`src/rtl/srq_pkg.sv`:
```
package srq_pkg;
  localparam int SB_W    = 8;
  localparam int SB_EAV  = 2;
  localparam int SB_EES  = 3;
  localparam int SB_MAV  = 4;
  localparam int SB_ESB  = 5;
  localparam int SB_SUMM = 6;

  // mask that removes the summary position from any byte-wide value
  localparam logic [SB_W-1:0] NO_SUMM = ~(SB_W'(1) << SB_SUMM);

  typedef struct packed {
    logic clrStd;
    logic clrExt;
  } srqStrobes_t;
endpackage

```
`src/rtl/srq_summary.sv`:
```
module srq_summary #(
  parameter int W = 8
) (
  input  logic [W-1:0] evt,
  input  logic [W-1:0] en,
  output logic         hit
);
  logic [W-1:0] andBits;

  for (genvar i = 0; i < W; i++) begin : g_and
    assign andBits[i] = evt[i] & en[i];
  end

  assign hit = |andBits;
endmodule

```
`src/rtl/srq_datapath.sv`:
```
module srq_datapath
  import srq_pkg::*;
#(
  parameter int STD_W = 8,
  parameter int EXT_W = 16
) (
  input  logic              clk,
  input  logic              rstN,
  input  srqStrobes_t       strb,
  input  logic [STD_W-1:0]  stdEvtSet,
  input  logic [EXT_W-1:0]  extEvtSet,
  input  logic              outQueueEmpty,
  input  logic              errQueueEmpty,
  input  logic              srqEnWr,
  input  logic [SB_W-1:0]   srqEnData,
  input  logic              stdEnWr,
  input  logic [STD_W-1:0]  stdEnData,
  input  logic              extEnWr,
  input  logic [EXT_W-1:0]  extEnData,
  input  logic              rqs,
  output logic [SB_W-1:0]   statusByte,
  output logic [SB_W-1:0]   pollByte,
  output logic [STD_W-1:0]  stdEvtVal,
  output logic [EXT_W-1:0]  extEvtVal,
  output logic [SB_W-1:0]   srqEnVal,
  output logic [STD_W-1:0]  stdEnVal,
  output logic [EXT_W-1:0]  extEnVal,
  output logic              mss
);
  logic [STD_W-1:0] stdReg, stdEnReg;
  logic [EXT_W-1:0] extReg, extEnReg;
  logic [SB_W-1:0]  srqEnReg;
  logic             esb, ees;
  logic [SB_W-1:0]  baseByte;

  always_ff @(posedge clk) begin
    if (!rstN) begin
      stdReg   <= '0;
      extReg   <= '0;
      stdEnReg <= '0;
      extEnReg <= '0;
      srqEnReg <= '0;
    end else begin
      stdReg <= (strb.clrStd ? '0 : stdReg) | stdEvtSet;
      extReg <= (strb.clrExt ? '0 : extReg) | extEvtSet;
      if (stdEnWr) stdEnReg <= stdEnData;
      if (extEnWr) extEnReg <= extEnData;
      if (srqEnWr) srqEnReg <= srqEnData & NO_SUMM;
    end
  end

  srq_summary #(.W(STD_W)) u_stdSum (.evt(stdReg), .en(stdEnReg), .hit(esb));
  srq_summary #(.W(EXT_W)) u_extSum (.evt(extReg), .en(extEnReg), .hit(ees));

  always_comb begin
    baseByte         = '0;
    baseByte[SB_EAV] = ~errQueueEmpty;
    baseByte[SB_EES] = ees;
    baseByte[SB_MAV] = ~outQueueEmpty;
    baseByte[SB_ESB] = esb;
  end

  srq_summary #(.W(SB_W)) u_mssSum (.evt(baseByte), .en(srqEnReg), .hit(mss));

  always_comb begin
    statusByte          = baseByte;
    statusByte[SB_SUMM] = mss;
    pollByte            = baseByte;
    pollByte[SB_SUMM]   = rqs;
  end

  assign stdEvtVal = stdReg;
  assign extEvtVal = extReg;
  assign srqEnVal  = srqEnReg;
  assign stdEnVal  = stdEnReg;
  assign extEnVal  = extEnReg;
endmodule

```
`src/rtl/srq_control.sv`:
```
module srq_control
  import srq_pkg::*;
(
  input  logic        clk,
  input  logic        rstN,
  input  logic        stdRead,
  input  logic        extRead,
  input  logic        pollStrobe,
  input  logic        mss,
  output srqStrobes_t strb,
  output logic        rqs
);
  logic mssPrev;
  logic mssRise;

  assign mssRise = mss & ~mssPrev;

  always_comb begin
    strb.clrStd = stdRead;
    strb.clrExt = extRead;
  end

  always_ff @(posedge clk) begin
    if (!rstN) begin
      mssPrev <= 1'b0;
      rqs     <= 1'b0;
    end else begin
      mssPrev <= mss;
      if (mssRise)                rqs <= 1'b1;
      else if (pollStrobe || !mss) rqs <= 1'b0;
    end
  end
endmodule

```
`src/rtl/stat_req_gen.sv`:
```
module stat_req_gen
  import srq_pkg::*;
#(
  parameter int STD_W = 8,
  parameter int EXT_W = 16
) (
  input  logic             clk,
  input  logic             rstN,
  input  logic [STD_W-1:0] stdEvtSet,
  input  logic [EXT_W-1:0] extEvtSet,
  input  logic             outQueueEmpty,
  input  logic             errQueueEmpty,
  input  logic             srqEnWr,
  input  logic [7:0]       srqEnData,
  input  logic             stdEnWr,
  input  logic [STD_W-1:0] stdEnData,
  input  logic             extEnWr,
  input  logic [EXT_W-1:0] extEnData,
  input  logic             pollStrobe,
  input  logic             stdRead,
  input  logic             extRead,
  output logic [7:0]       statusByte,
  output logic [7:0]       pollByte,
  output logic [STD_W-1:0] stdEvtVal,
  output logic [EXT_W-1:0] extEvtVal,
  output logic [7:0]       srqEnVal,
  output logic [STD_W-1:0] stdEnVal,
  output logic [EXT_W-1:0] extEnVal,
  output logic             serviceReq
);
  srqStrobes_t strb;
  logic        mss;
  logic        rqs;

  srq_control u_ctrl (
    .clk(clk), .rstN(rstN), .stdRead(stdRead), .extRead(extRead),
    .pollStrobe(pollStrobe), .mss(mss), .strb(strb), .rqs(rqs)
  );

  srq_datapath #(.STD_W(STD_W), .EXT_W(EXT_W)) u_dp (
    .clk(clk), .rstN(rstN), .strb(strb),
    .stdEvtSet(stdEvtSet), .extEvtSet(extEvtSet),
    .outQueueEmpty(outQueueEmpty), .errQueueEmpty(errQueueEmpty),
    .srqEnWr(srqEnWr), .srqEnData(srqEnData),
    .stdEnWr(stdEnWr), .stdEnData(stdEnData),
    .extEnWr(extEnWr), .extEnData(extEnData),
    .rqs(rqs), .statusByte(statusByte), .pollByte(pollByte),
    .stdEvtVal(stdEvtVal), .extEvtVal(extEvtVal),
    .srqEnVal(srqEnVal), .stdEnVal(stdEnVal), .extEnVal(extEnVal),
    .mss(mss)
  );

  assign serviceReq = rqs;
endmodule

```
`config.mk`:
```
export PLATFORM = sky130hd
export DESIGN_NAME = stat_req_gen
export DESIGN_NICKNAME = d
export VERILOG_FILES = /design/src/rtl/srq_pkg.sv /design/src/rtl/srq_summary.sv /design/src/rtl/srq_datapath.sv /design/src/rtl/srq_control.sv /design/src/rtl/stat_req_gen.sv
export SDC_FILE = /design/constraint.sdc
export NUM_CORES = 1
export LEC_CHECK = 0
export BUFFER_PORTS_ARGS = -buffer_cell sky130_fd_sc_hd__buf_2
export CAP_MARGIN = 20
export CORE_ASPECT_RATIO = 0.9
export CORE_MARGIN = 2
export CORE_UTILIZATION = 43
export DETAILED_ROUTE_END_ITERATION = 6
export PLACE_DENSITY = 0.78
export SLEW_MARGIN = 20
export SYNTH_ARGS = -nofsm -noshare
export SYNTH_HDL_FRONTEND = slang
export SYNTH_HIERARCHICAL = 1
export SYNTH_SLANG_ARGS = --single-unit
```
`constraint.sdc`:
```
create_clock -name clk -period 2.1 [get_ports clk]
set_clock_uncertainty 0.2 [all_clocks]
set_input_delay 0.42 -clock clk [delete_from_list [all_inputs] [get_ports clk]]
set_output_delay 0.42 -clock clk [all_outputs]
set_load 0.1 [all_outputs]
```
# Word level (Yosys, flattened, before mapping)
# Index checks and enable logic that the tools add are counted.
# op_classes
add_sub_neg	0
mul	0
n_div	0
order_cmp	0
n_eq_ne	0
shifts	0
muxes	4
n_bitwise	34
reduce_logical	6
# op_table
cell	count
$and 1x1->1	29
$mux 16	1
$or 16x16->16	1
$reduce_or 16->1	1
$mux 8	1
$or 8x8->8	1
$reduce_or 8->1	1
$reduce_or 4->1	1
$not 1->1	3
$mux 1	2
$reduce_bool 2->1	1
$logic_not 1->1	1
$logic_or 1x1->1	1
# totals
reg_bits	57
latchBits	0
mem_bits_rw	0
romBits	0
inputBits	66
out_inout_bits	73
word_cells	51
n_memories	0

# Logic depth before layout (Yosys ltp)
# Gate-level depths: netlist of the first run.
# logic_depth
word_depth	8
mapped_depth	7
ltp_nobuf	7

# By module
# Netlist of the first run, hierarchy kept.
# modules_own_cells
mod	instances	cells_per_inst	area_each_um2	seq_area_each_um2
srq_datapath	1	194	2140.8	1101.1
srq_summary (u_dp.u_extSum)	1	9	101.3	0.0
srq_control	1	7	88.8	40.0
srq_summary (u_dp.u_mssSum ...)	2	5	36.3	0.0

# Worst setup path before layout of the first run
# OpenSTA, ideal clock, no wires.
# synth_timing
path_kind	register -> output
start	register u_dp.extEnReg[0], in the netlist u_dp/extEnVal[0]
end	output statusByte[6]
t_arrival_ps	1999
path_slack_ps	-519
stages_incl_launch_ff	7
n_path_buf	1
path_cell_list	dfxtp_1 -> a22o_1 -> a221oi_2 -> nand4_1 -> a22oi_1 -> nand4_1 -> buf_4
# synth_between
elab_chain_len	4
# synth_lines
element	line	text
start, declared	srq_datapath.sv:31	logic [EXT_W-1:0] extReg, extEnReg;
start signal, assigned	srq_datapath.sv:47	if (extEnWr) extEnReg <= extEnData;
$and 1x1->1	srq_summary.sv:11	assign andBits[i] = evt[i] & en[i];
$reduce_or 16->1	srq_summary.sv:14	assign hit = |andBits;
named net u_dp.ees	srq_datapath.sv:33	logic esb, ees;
$and 1x1->1	srq_summary.sv:11	
$reduce_or 4->1	srq_summary.sv:14	
end, declared	stat_req_gen.sv:22	output logic [7:0] statusByte,
# The timed path passes the listed nets, and every way through them passes these cells.

# Worst setup path in the final report of the first run
# layout_timing
start	register u_dp.extReg[0], in the netlist u_dp/extEvtVal[0]
end	output statusByte[6]
# layout_between
elab_chain_len	4
# layout_lines
element	line	text
start, declared	srq_datapath.sv:31	
start signal, assigned	srq_datapath.sv:45	extReg <= (strb.clrExt ? '0 : extReg) | extEvtSet;
$and 1x1->1	srq_summary.sv:11	
$reduce_or 16->1	srq_summary.sv:14	
$and 1x1->1	srq_summary.sv:11	
$reduce_or 4->1	srq_summary.sv:14	
# No other way between the ends.

==> results of run 1 <==
[layout make-up]
class                           instances  area, sq um
Fill cell                             457         1860
Sequential cell                        57         1240
Timing Repair Buffer                  146          828
Multi-Input combinational cell        144         1090
Tap cell                               67         83.8
Clock buffer                           10          138
Inverter                                2         15.0
Clock inverter                          6         57.6
[final timing paths]
kind	slack, ns	startpoint	cells after the start	endpoint
max	-0.44	u_dp/extEvtVal[0]	6	statusByte[6]
min	0.10	extEvtSet[13]	2	u_dp/extEvtVal[13]
max reg2reg	-0.01	u_dp/extEvtVal[0]	8	u_ctrl/rqs
min reg2reg	0.25	u_ctrl/mssPrev	1	u_ctrl/rqs
[through the flow]
stage / hold WS (ns) / instances / instance area, sq um
after global routing: 0.0858 / 432 / 3460
after global placement: 0.235 / 413 / 3190
after floorplan: 0.234 / 231 / 2560
after CTS: 0.0825 / 431 / 3450
after detailed placement: 0.248 / 413 / 3190
final: 0.102 / 432 / 3460
[cell families after synthesis]
logic type	after synthesis	synth area share [%]
DFF	57	47.5
muxes	31	12.9
other	1	0.156
buffers and inverters	30	9.01
AOI/OAI and AO/OA	41	14.7
and+or+nand+nor	60	15.7
[synthesized netlist by cell type]
library cell / n
a21boi_4: 1
a221oi_2: 4
a22o_1: 4
a22oi_1: 8
and2_4: 1
buf_12: 1
buf_2: 4
buf_4: 20
buf_6: 1
clkbuf_1: 2
conb_1: 1
dfxtp_1: 57
inv_1: 2
mux2i_1: 31
nand2b_1: 1
nand4_1: 3
nor2b_1: 55
o21a_1: 24
[layout by cell type, fill, tap and decap left out, types with 10 or more instances in the layout]
cell | synthesis | routed
clkbuf_8 | 0 | 10
dfxtp_4 | 0 | 16
dfxtp_2 | 0 | 34
buf_2 | 4 | 125
mux2i_1 | 31 | 31
nor2b_1 | 55 | 55
buf_4 | 20 | 17
o21a_1 | 24 | 24
conb_1 | 1 | 12
[state kept, by name (all words and copies together) (netlist names)]
signal and count:
u_dp/srqEnVal 7, u_dp/extEvtVal 16, u_ctrl/mssPrev 1, u_ctrl/rqs 1, u_dp/extEnVal 16, u_dp/stdEnVal 8, u_dp/stdEvtVal 8
[power groups by stage]
| stage | combinational (mW) | clock (mW) | sequential [mW] |
|---|---|---|---|
| after CTS | 1.13 | 1.02 | 1.20 |
| after global placement | 1.08 | 0 | 1.22 |
| after floorplan | 0.448 | 0 | 1.71 |
| after detailed placement | 1.08 | 0 | 1.23 |
| after global routing | 1.17 | 1.07 | 1.21 |
| final | 1.13 | 0.984 | 1.20 |
[repair_timing]
| item | CTS | global route |
|---|---|---|
| endpoints found under the hold margin | 0 | 0 |
| endpoints found under the setup margin | 3 | 6 |
| hold buffers | 0 | 0 |
| pin swaps | 2 | 1 |
| resized for setup | 12 | 4 |
| buffers inserted | 2 | 2 |
[critical path, cell delays in order, from the launching register on]
cell	delay, ns
dfxtp_4	0.34
a22o_1	0.23
a221oi_2	0.24
nand4_1	0.21
a22oi_2	0.20
nand4_1	0.16
buf_8	0.22
[layer usage]
layer  wire length, microns  vias up  GRT usage (%)
li1                       -     1010              -
met1                   2310      907           21.5
met2                   2840       79           31.6
met3                    392        4           7.89
met4                     49        0           5.46
met5                      0        -              0
==> metrics.cfg, run 1 <==
[timing]
fin_crit_ns=2.54
slew_viol_final=0
finalSetupViolCount=4
hold_viol=0
tns_ns=-0.911
max_freq_mhz=393
rsz0062_at_grt=true
setup_slack_ns=-0.442
min_period_over_period_pct=121

[logic_synthesis]
netlist_area_sq_mm=0.00240
yosys_register_bits=57
synth_cells=220
synth_top_area_cell=dfxtp_1
avgSynthCellArea_sq_um=10.9
yosys-top-cells-area=dfxtp_1 47%, nor2b_1 14%, mux2i_1 13%, o21a_1 7.5%, buf_4 6.2%
synth_seq_area_share_pct=47.5
synth_warnings=6
yosys.area.top_type_share_pct=47.5
synth_cell_types=18

[floorplanning]
die-area_sq_mm=0.00620
dieWidth_microns=82.8
dieHeight_microns=74.9
ios=139
rows=25
start_util_pct=45.2
coreArea_sq_mm=0.00532

[grt]
grt_util_all_layers_pct=18.5
grt_pass1_wl_microns=8940
grt-ovfl-total=0
grt_start_max_net_pins=35
grt_pass1_vias=1912
antenna_found_initial=0

[drt]
drc=0
wirelength_microns=5590
ant_nets=0
post_drt_wl_per_cell_microns=12.9
vias_per_cell=4.63
first_pass_iters=4
drt_iter0_drc=38
dr_total_vias=2000

[final_layout]
nets=426
insertedDiodeCount=0
layout-drive-gt1-share_pct=60.5
final_util_pct=65.0
area_growth_pct=43.9

[power]
powerDensity_mw_per_mm2=960
pwr-share-clk_pct=29.6
report.power.total_mw=3.32
seqPwrFrac_pct=36.2
power_switching_mw=1.33
p_leak_nw=1.71
p_comb_share_pct=34.1
intPower_mw=1.99
switching_share_pct=40.2
ir_drop_mv=0.618

[worst_setup_path]
endpoint_kind=output pin
path_class=reg2out
worstPathMaxFanout=2
crit_required_ns=1.48
cp-start-kind=register
arrival_ns=1.92

[cts]
cts_tree=yes
cts-buffers-inserted=9
cts_buffer_depth=2
clock_latency_ns=0.32
cts_root_buffer=clkbuf_8
path_clk_slew_ns=0.06
clkSinkCount=57
ctsHtreeMaxLevel=3

[run]
drv_cap=0

[placed_design]
place_congestion=0.791
place_ws_ns=-0.212
hpwl_microns=4280
portBuffers=130

[outcome]
violations=setup timing
status=complete, but fails checks

[worst_hold_path]
hold_path.class=in2reg

(Power assumes the default switching activity.)
==> run 2, diff against run 1 <==
Settings changed: CELL_PAD_IN_SITES_DETAIL_PLACEMENT from default to 2, CELL_PAD_IN_SITES_GLOBAL_PLACEMENT from default to 2, CORE_UTILIZATION 43 to 25, PLACE_DENSITY 0.78 to 0.79.
==> run 2 against run 1 <==
The flow still finishes with violations (setup timing). Count of clock-buffer cells in the layout is 3 higher. Die area is 68% higher. Global-route usage is 3.9 points lower. Highest routed layer unchanged.
==> metrics.cfg, run 2 (synthesized netlist as in run 1, its figures left out) <==
[outcome]
status=complete, but fails checks
violations=setup timing

[grt]
grt-ovfl-total=0
antenna_found_initial=0
grt_pass1_vias=2321
grt_start_max_net_pins=38
grt_pass1_wl_microns=11900
grt_util_all_layers_pct=14.6

[timing]
worst_slew_pin_slew_ns=0.509
finalSetupViolCount=4
rsz0062_at_grt=true
tns_ns=-1.08
max_freq_mhz=384
relSlewSlack_pct=66.0
hold_viol=0
slew_viol_final=0
fin_crit_ns=2.60
holdWs_ns=0.105
min_period_over_period_pct=124
setup_slack_ns=-0.503

[floorplanning]
rows=33
coreArea_sq_mm=0.00925
die-area_sq_mm=0.0104
start_util_pct=26.0
ios=139
dieWidth_microns=107
dieHeight_microns=97.0

[final_layout]
insertedDiodeCount=0
regArea_sq_mm=0.00124
fillCellCount=1052
final_common_cell=buf_2
multi_input_area_sq_mm=0.00112
mostFrequentLayoutCells=125 x buf_2, 55 x nor2b_1, 34 x buf_4, 34 x dfxtp_2, 31 x mux2i_1
final_util_pct=40.4
area_growth_pct=55.5
fin_cells=507
post-route-cell-area_sq_mm=0.00374
layout-drive-gt1-share_pct=63.1
nets=446

[worst_setup_path]
worstPathMaxFanout=2
cp_cell_sequence=a22o_1, a221oi_4, nand4_1, a22oi_2, nand4_1, buf_6
crit_required_ns=1.48
cp-start-kind=register
crit_buf_inv=1
endpoint_kind=output pin
path_delay_family=compound AO/OA/AOI/OAI gates
max_stage_delay_ns=0.34
path_class=reg2out
worst_path_most_repeated_cell=nand4_1
arrival_ns=1.98
critPathSlowestCell=dfxtp_4

[placed_design]
place_ws_ns=-0.339
place_congestion=0.696
hpwl_microns=6020
portBuffers=130
place_area_sq_mm=0.00340
post-place-cells=487

[drt]
drt_iter0_drc=26
vias_per_cell=4.27
dr_total_vias=2163
post_drt_wl_per_cell_microns=15.1
drc=0
wirelength_microns=7640
ant_nets=0
first_pass_iters=4

[cts]
cts_buffer_depth=2
clkSinkCount=57
cts_root_buffer=clkbuf_8
clock_latency_ns=0.32
cts_tree=yes
cts-buffers-inserted=9
path_clk_slew_ns=0.07
ctsHtreeMaxLevel=3
holdBufCountCts=0

[power]
ir_drop_mv=0.362
p_leak_nw=1.82
report.power.total_mw=3.44
powerDensity_mw_per_mm2=920

[run]
drv_cap=0

[worst_hold_path]
hold_path.class=in2reg

-- run 2: cell count changes in the layout (fill, tap and decap cells not counted), moves of 2 or more --
cell | previous run | this run
buf_4 | 17 | 34
a22oi_1 | 7 | 3
a22oi_2 | 1 | 5
buf_12 | 3 | 5
buf_6 | 0 | 2
clkbuf_1 | 0 | 2
clkinv_2 | 4 | 2
-- run 2: path summary, 6_finish.rpt --
path | start | to | slack [ns] | cells after the start
worst max register to register | u_dp/extEvtVal[0] | u_ctrl/rqs | -0.06 | 8
worst min-delay path | stdEvtSet[4] | u_dp/stdEvtVal[4] | 0.10 | 2
worst min register to register | u_ctrl/mssPrev | u_ctrl/rqs | 0.26 | 1
worst max-delay path | u_dp/extEvtVal[0] | statusByte[6] | -0.50 | 6
-- run 2: final cells by class --
type,instances,area share [%]
Clock buffer,13,4.25
Clock inverter,3,1.07
Inverter,2,0.402
Multi-Input combinational cell,144,30.1
Sequential cell,57,33.3
Tap cell,122,4.08
Timing Repair Buffer,166,26.8
-- run 2: timing repair --
action,4_1_cts,5_1_grt
setup endpoints to repair,6,6
resized for setup,21,4
buffers inserted,5,1
cloned,0,0
pin swaps,3,2
-- run 2: metal layers --
| metal | vias up | GRT usage (%) | wire (microns) | part of all wire [%] |
|---|---|---|---|---|
| li1 | 1050 | - | - | - |
| met1 | 1029 | 16.9 | 3120 | 41 |
| met2 | 82 | 25.8 | 4020 | 53 |
| met3 | 2 | 5.26 | 488 | 6.4 |
| met4 | 0 | 2.66 | 15 | 0.20 |
| met5 | - | 0 | 0 | 0 |
-- run 2: where the power goes --
part | switching (mW) | internal (mW) | total, mW
sequential | 0.0528 | 1.15 | 1.21
clock | 0.413 | 0.610 | 1.02
combinational | 0.899 | 0.310 | 1.21
==> run 3, diff against run 2 <==
Settings changed: BUFFER_PORTS_ARGS -buffer_cell sky130_fd_sc_hd__buf_2 to default, CORE_UTILIZATION 25 to 35, DONT_BUFFER_PORTS from default to 1, PLACE_DENSITY 0.79 to 0.76.
==> run 3 against run 2 <==
The run still ends with setup timing left. Flip-flop and latch count stayed put. Via count is 15% lower. Critical path depth stayed put. Power is 2.7% higher.
==> metrics.cfg, run 3 (synthesized netlist as in run 1, its figures left out) <==
[floorplanning]
die-area_sq_mm=0.00755
start_util_pct=36.3
dieHeight_microns=82.6
ios=139
dieWidth_microns=91.4
rows=28
coreArea_sq_mm=0.00662

[final_layout]
final_common_cell=buf_4
fin_cells=385
post-route-cell-area_sq_mm=0.00337
insertedDiodeCount=0
area_growth_pct=40.1
final_util_pct=50.9
layout-drive-gt1-share_pct=47.8
nets=356
fillCellCount=653
mostFrequentLayoutCells=60 x buf_4, 55 x nor2b_1, 35 x dfxtp_2

[cts]
path_clk_slew_ns=0.06
cts-buffers-inserted=9
cts_tree=yes
clkSinkCount=57
ctsHtreeMaxLevel=3
cts_root_buffer=clkbuf_8
clock_latency_ns=0.32
cts_buffer_depth=2

[placed_design]
hpwl_microns=5260
portBuffers=0
place_congestion=0.796
place_area_sq_mm=0.00296
post-place-cells=355

[worst_setup_path]
endpoint_kind=output pin
crit_required_ns=1.48
path_class=reg2out
arrival_ns=1.97
r2r-end=u_ctrl/rqs
worstRegToRegCells=7
reg2reg_from=u_dp/extEvtVal[0]
rrSetupSlack_ns=0.07
worstPathMaxFanout=2
cp-start-kind=register

[timing]
relSlewSlack_pct=61.9
slew_viol_final=0
max_freq_mhz=386
setup_slack_ns=-0.491
hold_viol=0
rsz0062_at_grt=true
min_period_over_period_pct=123
fin_crit_ns=2.59
tns_ns=-1.16
finalSetupViolCount=4
worst_slew_pin_slew_ns=0.570

[drt]
wirelength_microns=7770
post_drt_wl_per_cell_microns=20.2
ant_nets=0
first_pass_iters=4
vias_per_cell=4.76
drc=0
drt_iter0_drc=34
dr_total_vias=1832

[worst_hold_path]
whs_path_depth=1
hp-start=extEvtSet[3]
hold_path.class=in2reg
hold_end=u_dp/extEvtVal[3]

[grt]
grt-ovfl-total=0
grt_util_all_layers_pct=19.4
grt_pass1_vias=2055
antenna_found_initial=0
grt_start_max_net_pins=49
grt_pass1_wl_microns=10900

[power]
powerDensity_mw_per_mm2=1050
report.power.total_mw=3.53
ir_drop_mv=0.512
p_leak_nw=1.46

[run]
drv_cap=0

[outcome]
violations=setup timing
status=complete, but fails checks

[run 3: cell count changes in the layout (fill, tap and decap cells not counted), moves of 2 or more]
| cell | delta |
|---|---|
| buf_2 | -125 |
| buf_4 | +26 |
| dlygate4sd3_1 | +11 |
| a22oi_1 | +2 |
| a22oi_2 | -2 |
| buf_12 | -2 |
| bufinv_16 | +2 |
| clkbuf_8 | -2 |
[run 3: critical path: stages (launching register included)]
cell	delay [ns]
dfxtp_4	0.34
a22o_1	0.23
a221oi_2	0.27
nand4_1	0.21
a22oi_2	0.22
nand4_1	0.16
buf_6	0.22
[run 3: worst max path at each step]
| stage | startpoint | to | cells after the start |
|---|---|---|---|
| global placement | u_dp/extEvtVal[0] | statusByte[6] | 6 |
| CTS | u_dp/extEvtVal[0] | statusByte[6] | 6 |
| global route | u_dp/extEvtVal[0] | statusByte[6] | 6 |
| detailed placement | u_dp/extEvtVal[0] | statusByte[6] | 6 |
| floorplan | u_dp/extEnVal[7] | statusByte[6] | 6 |
| finish | u_dp/extEvtVal[0] | statusByte[6] | 6 |
[run 3: repair_timing]
| item | 4_1_cts | 5_1_grt |
|---|---|---|
| resized for setup | 6 | 4 |
| setup buffers | 1 | 2 |
| setup endpoints to repair | 4 | 4 |
| hold buffers | 7 | 4 |
| pin swaps | 2 | 3 |
| endpoints found under the hold margin | 9 | 6 |
[run 3: stage by stage]
stage	setup slack [ns]	hold WS, ns
floorplan	-0.0779	0.234
CTS	-0.516	0.0000106
detailed placement	-0.195	0.245
finish	-0.491	0.0224
global placement	-0.157	0.230
global route	-0.608	0.00145
[run 3: layout make-up]
class	instances	area, sq um	share of cell area, %
flip-flops and latches	57	1240	37.0
multi-input cells	144	1100	32.7
repair buffers	76	659	19.6
clock buffers	10	128	3.79
well taps	90	113	3.34
clock inverters	6	106	3.16
inverters	2	15.0	0.446
[run 3: power by group]
part / leakage (nW) / switching (mW) / internal [mW]
registers: 0.493 / 0.0476 / 1.15
clock network: 0.114 / 0.425 / 0.783
logic: 0.849 / 0.858 / 0.264
total: 1.46 / 1.33 / 2.20
[run 3: metal layers]
| metal | GRT usage [%] | share of wire (%) | up-vias |
|---|---|---|---|
| li1 | - | - | 864 |
| met1 | 20.5 | 38 | 892 |
| met2 | 36.7 | 56 | 74 |
| met3 | 7.62 | 5.7 | 2 |
| met4 | 4.70 | 0.53 | 0 |
| met5 | 0 | 0 | - |
